==> src/rtl/wake_event_agg.sv <==
module wake_event_agg #(
  parameter int N_EVT       = 8,
  parameter int SYNC_STAGES = 2
) (
  input  logic                 clk,
  input  logic                 rst_n,
  input  logic [N_EVT-1:0]     evt_in,
  input  logic [2*N_EVT-1:0]   evt_type,
  input  logic                 rd_stb,
  output logic [N_EVT-1:0]     rd_data,
  output logic                 pwr_req
);

  localparam logic [1:0] T_OFF   = 2'b00;
  localparam logic [1:0] T_WAKE  = 2'b01;
  localparam logic [1:0] T_LEVEL = 2'b10;
  localparam logic [1:0] T_STAT  = 2'b11;

  logic [SYNC_STAGES-1:0][N_EVT-1:0] sync_pipe;
  logic [N_EVT-1:0] sync_lvl, sync_prev, latch_q;
  logic [N_EVT-1:0] m_wake, m_level, m_stat, m_off, m_latch;
  logic [N_EVT-1:0] edge_hit, clr_mask;

  for (genvar i = 0; i < N_EVT; i++) begin : g_type
    assign m_off[i]   = evt_type[2*i +: 2] == T_OFF;
    assign m_wake[i]  = evt_type[2*i +: 2] == T_WAKE;
    assign m_level[i] = evt_type[2*i +: 2] == T_LEVEL;
    assign m_stat[i]  = evt_type[2*i +: 2] == T_STAT;
  end

  assign m_latch  = m_wake | m_stat;
  assign sync_lvl = sync_pipe[SYNC_STAGES-1];
  assign edge_hit = sync_lvl & ~sync_prev & m_latch;
  assign clr_mask = rd_stb ? rd_data : '0;

  always_ff @(posedge clk or negedge rst_n) begin
    if (!rst_n) begin
      sync_pipe <= '0;
      sync_prev <= '0;
    end else begin
      sync_pipe <= {sync_pipe[SYNC_STAGES-2:0], evt_in};
      sync_prev <= sync_lvl;
    end
  end

  always_ff @(posedge clk or negedge rst_n) begin
    if (!rst_n) latch_q <= '0;
    else        latch_q <= ((latch_q & ~clr_mask) | edge_hit) & m_latch;
  end

  assign rd_data = (latch_q & m_latch & ~m_off) | (sync_lvl & m_level);

  always_ff @(posedge clk or negedge rst_n) begin
    if (!rst_n) pwr_req <= 1'b0;
    else        pwr_req <= |((latch_q & m_wake) | (sync_lvl & m_level));
  end

endmodule

==> config.mk <==
export PLATFORM = sky130hd
export DESIGN_NAME = wake_event_agg
export DESIGN_NICKNAME = d
export VERILOG_FILES = /design/src/rtl/wake_event_agg.sv
export SDC_FILE = /design/constraint.sdc
export NUM_CORES = 1
export LEC_CHECK = 0
export BUFFER_PORTS_ARGS = -buffer_cell sky130_fd_sc_hd__clkbuf_2
export CORE_ASPECT_RATIO = 1.5
export CORE_UTILIZATION = 49
export CTS_CLUSTER_SIZE = 28
export DETAILED_ROUTE_END_ITERATION = 8
export MAX_ROUTING_LAYER = met4
export PLACE_DENSITY_LB_ADDON = 0.15
export SYNTH_ARGS = -nofsm -noshare
export SYNTH_HDL_FRONTEND = slang
export SYNTH_SLANG_ARGS = --single-unit
==> constraint.sdc <==
create_clock -name clk -period 1.4 [get_ports clk]
set_input_delay 0.21 -clock clk [delete_from_list [all_inputs] [get_ports clk]]
set_output_delay 0.21 -clock clk [all_outputs]
set_load 0.01 [all_outputs]
==> results of run 1 <==
## synthesized netlist by cell type
cell type | number | area share (%)
nand2_1 | 16 | 5.0
inv_1 | 16 | 5.0
o2111ai_1 | 2 | 1.5
dfrtp_1 | 33 | 69
nand3b_1 | 14 | 8.8
nand4_1 | 2 | 1.0
or4_1 | 1 | 0.63
o22ai_1 | 8 | 4.2
and2_1 | 8 | 4.2
clkbuf_1 | 1 | 0.31
## worst reg2reg max path: stages, from the launching register on
cell and delay [ns]:
dfrtp_1 0.40, nand3b_1 0.12, o2111ai_1 0.14, or4_1 0.51
## metrics by stage
| step | instance area (um2) | cells | util (%) | hold WS, ns |
|---|---|---|---|---|
| global placement | 1400 | 159 | 61.96 | 0.1481 |
| floorplan | 1192 | 101 | - | -0.08559 |
| detailed placement | 1400 | 159 | 61.96 | 0.1538 |
| global route | 1541 | 176 | 68.22 | 0.1065 |
| finish | 1541 | 176 | 68.22 | 0.1141 |
| CTS | 1541 | 176 | 68.22 | 0.09623 |
## metal layers
metal | global-route usage (%) | share of wire, % | vias to the layer above
li1 | - | - | 435
met3 | 4.624 | 5.9 | 7
met2 | 33.08 | 51 | 30
met5 | - | 0 | -
met4 | 14.06 | 2.9 | 0
met1 | 21.89 | 40 | 420
## sequential cells by signal (all words and copies together) (netlist names)
name and count:
sync_prev 8, latch_q 8, sync_pipe 8, sync_lvl 8
pwr_req 1
## power groups by stage
| stage | sequential, mW | clock, mW | combinational [mW] |
|---|---|---|---|
| global placement | 1.04 | 0 | 0.157 |
| floorplan | 1.04 | 0 | 0.0677 |
| global route | 1.03 | 0.560 | 0.202 |
| CTS | 1.03 | 0.521 | 0.181 |
| detailed placement | 1.05 | 0 | 0.161 |
| finish | 1.03 | 0.493 | 0.178 |
## kinds of logic (layout without fill, tap and decap cells)
| kind of cell | after synthesis | count (layout) | synth area share (%) |
|---|---|---|---|
| and+or+nand+nor | 41 | 41 | 19.73 |
| buffers and inverters | 17 | 69 | 5.351 |
| AOI/OAI and AO/OA | 10 | 10 | 5.667 |
| DFF | 33 | 33 | 69.25 |
## layout by cell type, fill, tap and decap left out
cell type	instances
clkbuf_1	1
and2_1	8
o22ai_1	8
nand3b_1	14
buf_4	1
clkbuf_4	5
nand4_1	2
clkbuf_2	35
clkinv_2	2
o2111ai_1	2
inv_1	16
dlygate4sd3_1	9
or4_1	1
nand2_1	16
dfrtp_1	33
## area by class of cell
cell class,instances,area (um2)
flip-flops and latches,33,825.8
clock buffers,6,41.29
clock inverters,2,10.01
repair buffers,45,272.8
well taps,23,28.78
inverters,16,60.06
fillers,189,718.2
multi-input cells,51,302.8
## repair_timing
action                                  CTS  global route
hold buffers                              9             0
setup buffers                             0             0
endpoints found under the setup margin    0             0
endpoints found under the hold margin    24             0
## worst max path at each step
stage,startpoint,to,slack (ns),cells after the start
2_1_floorplan,latch_q[2],pwr_req,0.22,3
6_report,latch_q[4],pwr_req,0.12,3
3_5_place_dp,latch_q[4],pwr_req,0.15,3
3_3_place_gp,latch_q[4],pwr_req,0.17,3
4_1_cts,sync_lvl[4],rd_data[4],0.09,3
5_1_grt,sync_lvl[4],rd_data[4],0.03,3
==> key figures, run 1 <==
Run status
  – Status: finished, final reports clean

Clock network
  – CTS Buf Count: 5
  – Resize count post-CTS: 0
  – Root buffer cell: clkbuf_4
  – H-tree Lvls: 2
  – CTS tree: built
  – CTS sink count: 33
  – Clock-pin slew on the worst setup and hold paths: 0.10 ns
  – Deepest clock path buffer count: 2
  – Worst-skew pair later-pin latency: 0.33 ns

Drt
  – 1st-pass router iterations: 3
  – Wirelength per Cell: 12.01 um
  – Vias per cell: 5.068
  – Violation count after the first detailed-route iteration: 12
  – Via count: 892
  – Total wire length: 2.114 mm
  – Antenna-violating nets left: 0
  – DRC: 0

Cells and area
  – Number of diodes: 0
  – Layout cells sized above 1: 28.10%
  – Final net count: 179
  – Layout area overhead: 29.28%

Worst setup path
  – WP data required: 1.61 ns
  – Arr. time, crit path: 1.49 ns
  – Cell family with most CP delay: simple AND/OR/NAND/NOR gates
  – Worst-case reg-to-reg path depth: 3
  – R2r startpoint: latch_q[4]
  – Crit Path Category: reg -> reg
  – FF-to-FF End: pwr_req
  – Slowest CP cell: or4_1
  – Crit path buffers/inverters: 0
  – Maximum fanout along the worst path: 3
  – CP max stage delay: 0.51 ns
  – Setup crit end kind: flip-flop
  – Reg2reg setup slack: 0.12 ns
  – CP Launch Type: flip-flop
  – Worst-path cell chain: nand3b_1 -> o2111ai_1 -> or4_1

GRT
  – Vias in the first global route: 942
  – Gr usage total: 20.56%
  – Largest net degree at the start of global routing: 18
  – GRT overflow: 0
  – Initial antenna violation count: 0
  – First-pass GRT wire length: 3.815 mm

Power
  – Power per cell area: 1102 mW/mm2
  – Overall Power: 1.698 mW
  – Sw power: 0.4120 mW
  – P_int: 1.286 mW
  – Switching Fraction: 24.27%
  – Power share of the clock group: 29.1%
  – Max VDD drop: 0.7848 mV
  – Logic gate share of total power: 10.5%
  – Leakage: 0.8007 nW
  – Flop pwr share: 60.5%

STA
  – F_max: 779.7 MHz
  – Final setup margin: 0.1174 ns
  – RSZ-0062 raised after global routing: false
  – Period utilization: 91.61%
  – TNS Setup: 0 ns
  – Final min period: 1.283 ns
  – Final Setup Violations: 0
  – Worst Max-Slew Pin Slew: 0.3863 ns
  – Rel. slew slack: 74.25%
  – Final Max Slew Viols: 0
  – Clock Skews: 0.006878 ns
  – Fin. Hold Viols: 0

Yosys
  – Synthesized instance count: 101
  – Synthesized area: 0.001192 mm2
  – Register area share after synthesis: 69.25%
  – Syn nets: 128
  – #FFs+latches synth: 33
  – Post-synth cell types: 10
  – Total number of yosys warnings: 0
  – Syn Area/Cell: 11.81 um2

Floorplanning
  – Starting Density: 52.77%
  – Row count: 21
  – Die Y: 62.42 um
  – I/O Pins: 36
  – Die area: 0.002639 mm2
  – Die width: 42.28 um
  – Core area: 0.002260 mm2

Flow run
  – Max cap viols: 0

Placement
  – Final GP Congestion: 0.8199
  – HPWL Detailed: 1.512 mm
  – PortBufs: 35
  – Pre-CTS setup slack: 0.1453 ns

Hold path
  – WHS Endpoint: latch_q[0]
  – HP Class: in -> reg
  – Hold depth: 2
  – Min-delay src: evt_type[0]
No activity file was read; power rests on OpenSTA's default activity.
==> inputs of run 2 (changes only) <==
REMOVE_ABC_BUFFERS = 1   (was unset)
==> key figures, run 2 (synthesis gave the netlist of run 1 again) <==
STA
  – F_max: 790.0 MHz (+1.3%)
  – RSZ-0062 raised after global routing: false
  – Final Setup Violations: 0 (unchanged)
  – Clock Skews: 0.004958 ns (-0.001920 ns)
  – TNS Setup: 0 ns (unchanged)
  – Final Max Slew Viols: 0 (unchanged)
  – Fin. Hold Viols: 0 (unchanged)
  – Period utilization: 90.41% (-1.2 points)
  – Rel. slew slack: 73.62% (-0.62 points)
  – Final min period: 1.266 ns (-0.01680 ns)
  – Worst Max-Slew Pin Slew: 0.3957 ns (+0.009333 ns)

Cells and area
  – Finished Layout Cells: 176 (unchanged)
  – Fillcell total: 188 (-0.53%)
  – Layout cells sized above 1: 28.10% (unchanged)
  – Most common cell after layout, fill and taps aside: clkbuf_2
  – Number of diodes: 0 (unchanged)
  – Final design utilization: 68.22% (unchanged)
  – Most frequent cells in the layout: clkbuf_2, dfrtp_1, inv_1, nand2_1, nand3b_1
  – Layout area overhead: 29.28% (unchanged)
  – Final net count: 179 (unchanged)

Worst setup path
  – Crit Path Category: reg -> reg
  – Arr. time, crit path: 1.46 ns (-0.03 ns)
  – FF-to-FF End: pwr_req
  – Setup crit end kind: flip-flop
  – Worst-case reg-to-reg path depth: 3 (unchanged)
  – Crit path launch: latch_q[3]
  – Maximum fanout along the worst path: 3 (unchanged)
  – R2r startpoint: latch_q[3]
  – CP Launch Type: flip-flop
  – Reg2reg setup slack: 0.13 ns (+0.02 ns)
  – WP data required: 1.60 ns (about the same)
  – Critical Path Sink: pwr_req

Clock network
  – Deepest clock path buffer count: 2 (unchanged)
  – CTS tree: built
  – Clock-pin slew on the worst setup and hold paths: 0.09 ns (about the same)
  – CTS Buf Count: 5 (unchanged)
  – Post-CTS Setup Bufs: 0 (unchanged)
  – Resize count post-CTS: 0 (unchanged)
  – Root buffer cell: clkbuf_4
  – H-tree Lvls: 2 (unchanged)
  – Worst-skew pair later-pin latency: 0.32 ns (about the same)
  – CTS sink count: 33 (unchanged)
  – CTS Hold Buffers Added: 9 (unchanged)

Drt
  – DRC: 0 (unchanged)
  – Total wire length: 2.242 mm (+6.1%)
  – Antenna-violating nets left: 0 (unchanged)
  – Wirelength per Cell: 12.74 um (+6.1%)
  – Vias per cell: 5.114 (+0.90%)
  – Violation count after the first detailed-route iteration: 13 (+1)
  – 1st-pass router iterations: 4 (+1)
  – Via count: 900 (+0.90%)

Flow run
  – Max cap viols: 0 (unchanged)

Placement
  – PortBufs: 35 (unchanged)
  – HPWL Detailed: 1.618 mm (+7.0%)
  – Dpl cells: 159 (unchanged)
  – Final GP Congestion: 0.7522 (-8.3%)

Floorplanning
  – Die Y: 62.42 um (unchanged)
  – I/O Pins: 36 (unchanged)
  – Row count: 21 (unchanged)
  – Die area: 0.002639 mm2 (unchanged)
  – Core area: 0.002260 mm2 (unchanged)
  – Starting Density: 52.77% (unchanged)
  – Die width: 42.28 um (unchanged)

GRT
  – First-pass GRT wire length: 3.795 mm (-0.52%)
  – Vias in the first global route: 908 (-3.6%)
  – Initial antenna violation count: 0 (unchanged)
  – GRT overflow: 0 (unchanged)
  – Gr usage total: 20.52% (-0.036 points)
  – Largest net degree at the start of global routing: 34 (+16)

Power
  – Power per cell area: 1095 mW/mm2 (-0.61%)
  – Leakage: 0.8007 nW (about the same)
  – Max VDD drop: 0.9517 mV (+21%)

Hold path
  – HP Class: in -> reg
  – Min-delay src: evt_type[0]

Run status
  – Status: finished, final reports clean
==> run 2: through the flow <==
stage / cell area [um2] / worst slack, ns / total power [mW] / hold slack (ns)
2_1_floorplan: 1189 / 0.2212 / 1.107 / -0.08559
3_5_place_dp: 1400 / 0.1467 / 1.210 / 0.2483
3_3_place_gp: 1400 / 0.1753 / 1.203 / 0.2488
6_report: 1541 / 0.1342 / 1.688 / 0.1271
5_1_grt: 1541 / 0.04204 / 1.791 / 0.1171
4_1_cts: 1541 / 0.1166 / 1.713 / 0.1170
==> run 2: how the worst min path moves through the flow <==
stage,end,slack [ns],cells past startpoint
after floorplan,latch_q[0],-0.09,0
after global placement,sync_lvl[5],0.25,2
after detailed placement,sync_lvl[5],0.25,2
after CTS,latch_q[0],0.12,2
after global routing,latch_q[1],0.12,2
final,latch_q[0],0.13,2
==> run 2: final cells by class <==
| cell class | instances | area [um2] | share of cell area (%) |
|---|---|---|---|
| Timing Repair Buffer | 45 | 272.8 | 17.69 |
| Sequential cell | 33 | 825.8 | 53.57 |
| Clock inverter | 2 | 10.01 | 0.6493 |
| Inverter | 16 | 60.06 | 3.896 |
| Tap cell | 23 | 28.78 | 1.867 |
| Multi-Input combinational cell | 51 | 302.8 | 19.64 |
| Clock buffer | 6 | 41.29 | 2.679 |
==> run 2: critical path, stage by stage, from the launching register on <==
cell and delay, ns:
dfrtp_1 0.40, nand3b_1 0.11, o2111ai_1 0.11, or4_1 0.52
==> run 2: per-layer routing <==
| layer | up-vias | part of all wire (%) | track usage (%) |
|---|---|---|---|
| met4 | 0 | 2.1 | 12.89 |
| met2 | 29 | 51 | 30.96 |
| met3 | 6 | 5.6 | 8.382 |
| met5 | - | 0 | - |
| li1 | 437 | - | - |
| met1 | 428 | 41 | 21.98 |
==> run 2: where the power goes <==
group,internal (mW),switching [mW]
Sequential,1.00,0.0249
Clock,0.191,0.288
Combinational,0.0922,0.0890
Total,1.29,0.401
==> inputs of run 3 (changes only) <==
ABC_AREA = 1   (was unset)
CORE_UTILIZATION = 48   (was 49)
==> key figures, run 3 <==
Yosys
  – Synth top area share: 72.45% (+3.2 points)
  – Post-synth EDFFs: 0 (unchanged)
  – FFs w/ async S/R, synth: 100.0% (unchanged)
  – Prevailing post-synth register cell: dfrtp_1
  – Syn Area/Cell: 10.86 um2 (-8.0%)
  – Synthesized area: 0.001140 mm2 (-4.4%)
  – Post-synth cell types: 8 (-2)
  – Register area share after synthesis: 72.45% (+3.2 points)
  – Most common cell in the synthesized netlist: dfrtp_1
  – Total number of yosys warnings: 0 (unchanged)
  – Post-synth top cells: dfrtp_1, nand2_1, nor2_1
  – Synth top area cells: dfrtp_1, nand2_1, nor2_1, o22ai_1, o21ai_0
  – Yosys top cell by area: dfrtp_1
  – #FFs+latches synth: 33 (unchanged)
  – Synthesized instance count: 105 (+4.0%)

Clock network
  – Worst-skew pair later-pin latency: 0.33 ns (about the same)
  – Clock-pin slew on the worst setup and hold paths: 0.10 ns (about the same)
  – H-tree Lvls: 2 (unchanged)
  – CTS tree: built
  – CTS sink count: 33 (unchanged)
  – CTS Buf Count: 5 (unchanged)
  – Root buffer cell: clkbuf_4
  – Deepest clock path buffer count: 2 (unchanged)

Cells and area
  – Multi-input logic area: 309.0 um2 (+2.1%)
  – Most frequent cells in the layout: clkbuf_2, dfrtp_1, nand2_1, nor2_1, dlygate4sd3_1
  – Layout cells sized above 1: 31.65% (+3.5 points)
  – Number of diodes: 0 (unchanged)
  – Reg area: 825.8 um2 (unchanged)
  – Layout area overhead: 36.77%
  – Final net count: 184 (+2.8%)
  – Most common cell after layout, fill and taps aside: clkbuf_2
  – Fillcell total: 191 (+1.6%)

Drt
  – Vias per cell: 5.011 (-2.0%)
  – Wirelength per Cell: 11.78 um (-7.5%)
  – 1st-pass router iterations: 3 (-1)
  – Via count: 907 (+0.78%)
  – DRC: 0 (unchanged)
  – Antenna-violating nets left: 0 (unchanged)
  – Total wire length: 2.133 mm (-4.9%)
  – Violation count after the first detailed-route iteration: 11 (-2)

GRT
  – Gr usage total: 20.36% (-0.16 points)
  – Initial antenna violation count: 0 (unchanged)
  – Global Route met3 Usage: 7.918% (-0.46 points)
  – M2 GR Usage: 33.93% (+3.0 points)
  – GR Util met1: 20.71% (-1.3 points)
  – Vias in the first global route: 874 (-3.7%)
  – First-pass GRT wire length: 3.519 mm (-7.3%)
  – GRT busiest layer: met2
  – Largest net degree at the start of global routing: 18 (-47%)
  – GRT overflow: 0 (unchanged)

Worst setup path
  – WP data required: 1.19 ns (-0.41 ns)
  – Maximum fanout along the worst path: 3 (unchanged)
  – Setup crit end kind: primary output
  – Arr. time, crit path: 1.10 ns (-0.36 ns)
  – Crit Path Category: reg -> out
  – CP Launch Type: flip-flop

Floorplanning
  – Row count: 21 (unchanged)
  – Core area: 0.002233 mm2 (-1.2%)
  – Die Y: 61.68 um (-1.2%)
  – I/O Pins: 36 (unchanged)
  – Die area: 0.002578 mm2 (-2.3%)
  – Die width: 41.79 um (-1.1%)
  – Starting Density: 51.04% (-1.7 points)

Power
  – Max VDD drop: 0.8478 mV (-11%)
  – Power per cell area: 1333 mW/mm2 (+22%)
  – Leakage: 0.7886 nW (-1.5%)
  – Overall Power: 2.079 mW (+23%)

STA
  – Final min period: 1.313 ns (+0.04737 ns)
  – Final Max Slew Viols: 0 (unchanged)
  – TNS Setup: 0 ns (unchanged)
  – Final Setup Violations: 0 (unchanged)
  – RSZ-0062 raised after global routing: false
  – Rel. slew slack: 68.93% (-4.7 points)
  – Clock Skews: 0.01068 ns (+0.005724 ns)
  – F_max: 761.5 MHz (-3.6%)
  – Fin. Hold Viols: 0 (unchanged)
  – Worst Max-Slew Pin Slew: 0.4661 ns (+0.07043 ns)
  – Period utilization: 93.80% (+3.4 points)

Flow run
  – Max cap viols: 0 (unchanged)

Run status
  – Status: finished, final reports clean

Placement
  – HPWL Detailed: 1.542 mm (-4.8%)
  – Final GP Congestion: 0.7147 (-5.0%)
  – PortBufs: 35 (unchanged)

Hold path
  – HP Class: in -> reg
==> run 3: path summary, 6_finish.rpt <==
kind	from	to	slack, ns	cells after the start
setup / recovery	sync_lvl[6]	rd_data[6]	0.09	3
hold reg to reg	sync_pipe[5]	sync_lvl[5]	0.36	0
hold / removal	evt_type[12]	latch_q[6]	0.13	3
max in group asynchronous	rst_n	sync_prev[0]	0.59	3
min in group asynchronous	rst_n	latch_q[3]	0.36	2
setup reg to reg	sync_lvl[6]	pwr_req	0.47	6
==> run 3: cells by family after synthesis <==
kind of cell | count (synthesis) | share of synthesized area [%]
AND/OR/NAND/NOR | 55 | 19.21
flip-flops | 33 | 72.45
AO/OA/AOI/OAI | 16 | 7.904
buffers and inverters | 1 | 0.4387
==> run 3: per-stage QoR <==
step	instances	area, um2	hold WS (ns)	setup slack [ns]	util (%)
2_1_floorplan	104	1135	-0.08559	0.5153	-
3_3_place_gp	163	1359	0.1732	0.4432	60.84
3_5_place_dp	163	1359	0.1822	0.3889	60.84
4_1_cts	180	1551	0.1156	0.01488	69.47
5_1_grt	181	1559	0.1223	0.004945	69.80
6_report	181	1559	0.1316	0.08683	69.80
==> run 3: final cells by class <==
class	count	share of cell area (%)
clock buffers	5	2.408
flip-flops and latches	33	52.97
clock inverters	3	4.173
repair buffers	46	18.78
multi-input cells	71	19.82
well taps	23	1.846
==> run 3: what timing repair did <==
| item | CTS | global route |
|---|---|---|
| endpoints found under the hold margin | 24 | 0 |
| hold buffers | 9 | 0 |
| endpoints found under the setup margin | 0 | 2 |
| resized for setup | 0 | 1 |
| setup buffers | 0 | 1 |
==> run 3: critical path, cell delays in order, from the launching register on <==
cell	delay [ns]
dfrtp_1	0.38
nand2_1	0.08
o21ai_0	0.16
clkbuf_2	0.16
==> run 3: where the power goes <==
part           switching, mW  total [mW]  internal, mW
logic                 0.0985       0.187        0.0884
clock network          0.314       0.867         0.553
registers             0.0210        1.02          1.00
==> run 3: per-layer routing <==
layer	wire length [um]	part of all wire, %
met5	0	0
met4	45	2.1
met3	109	5.1
met2	1164	55
met1	813	38
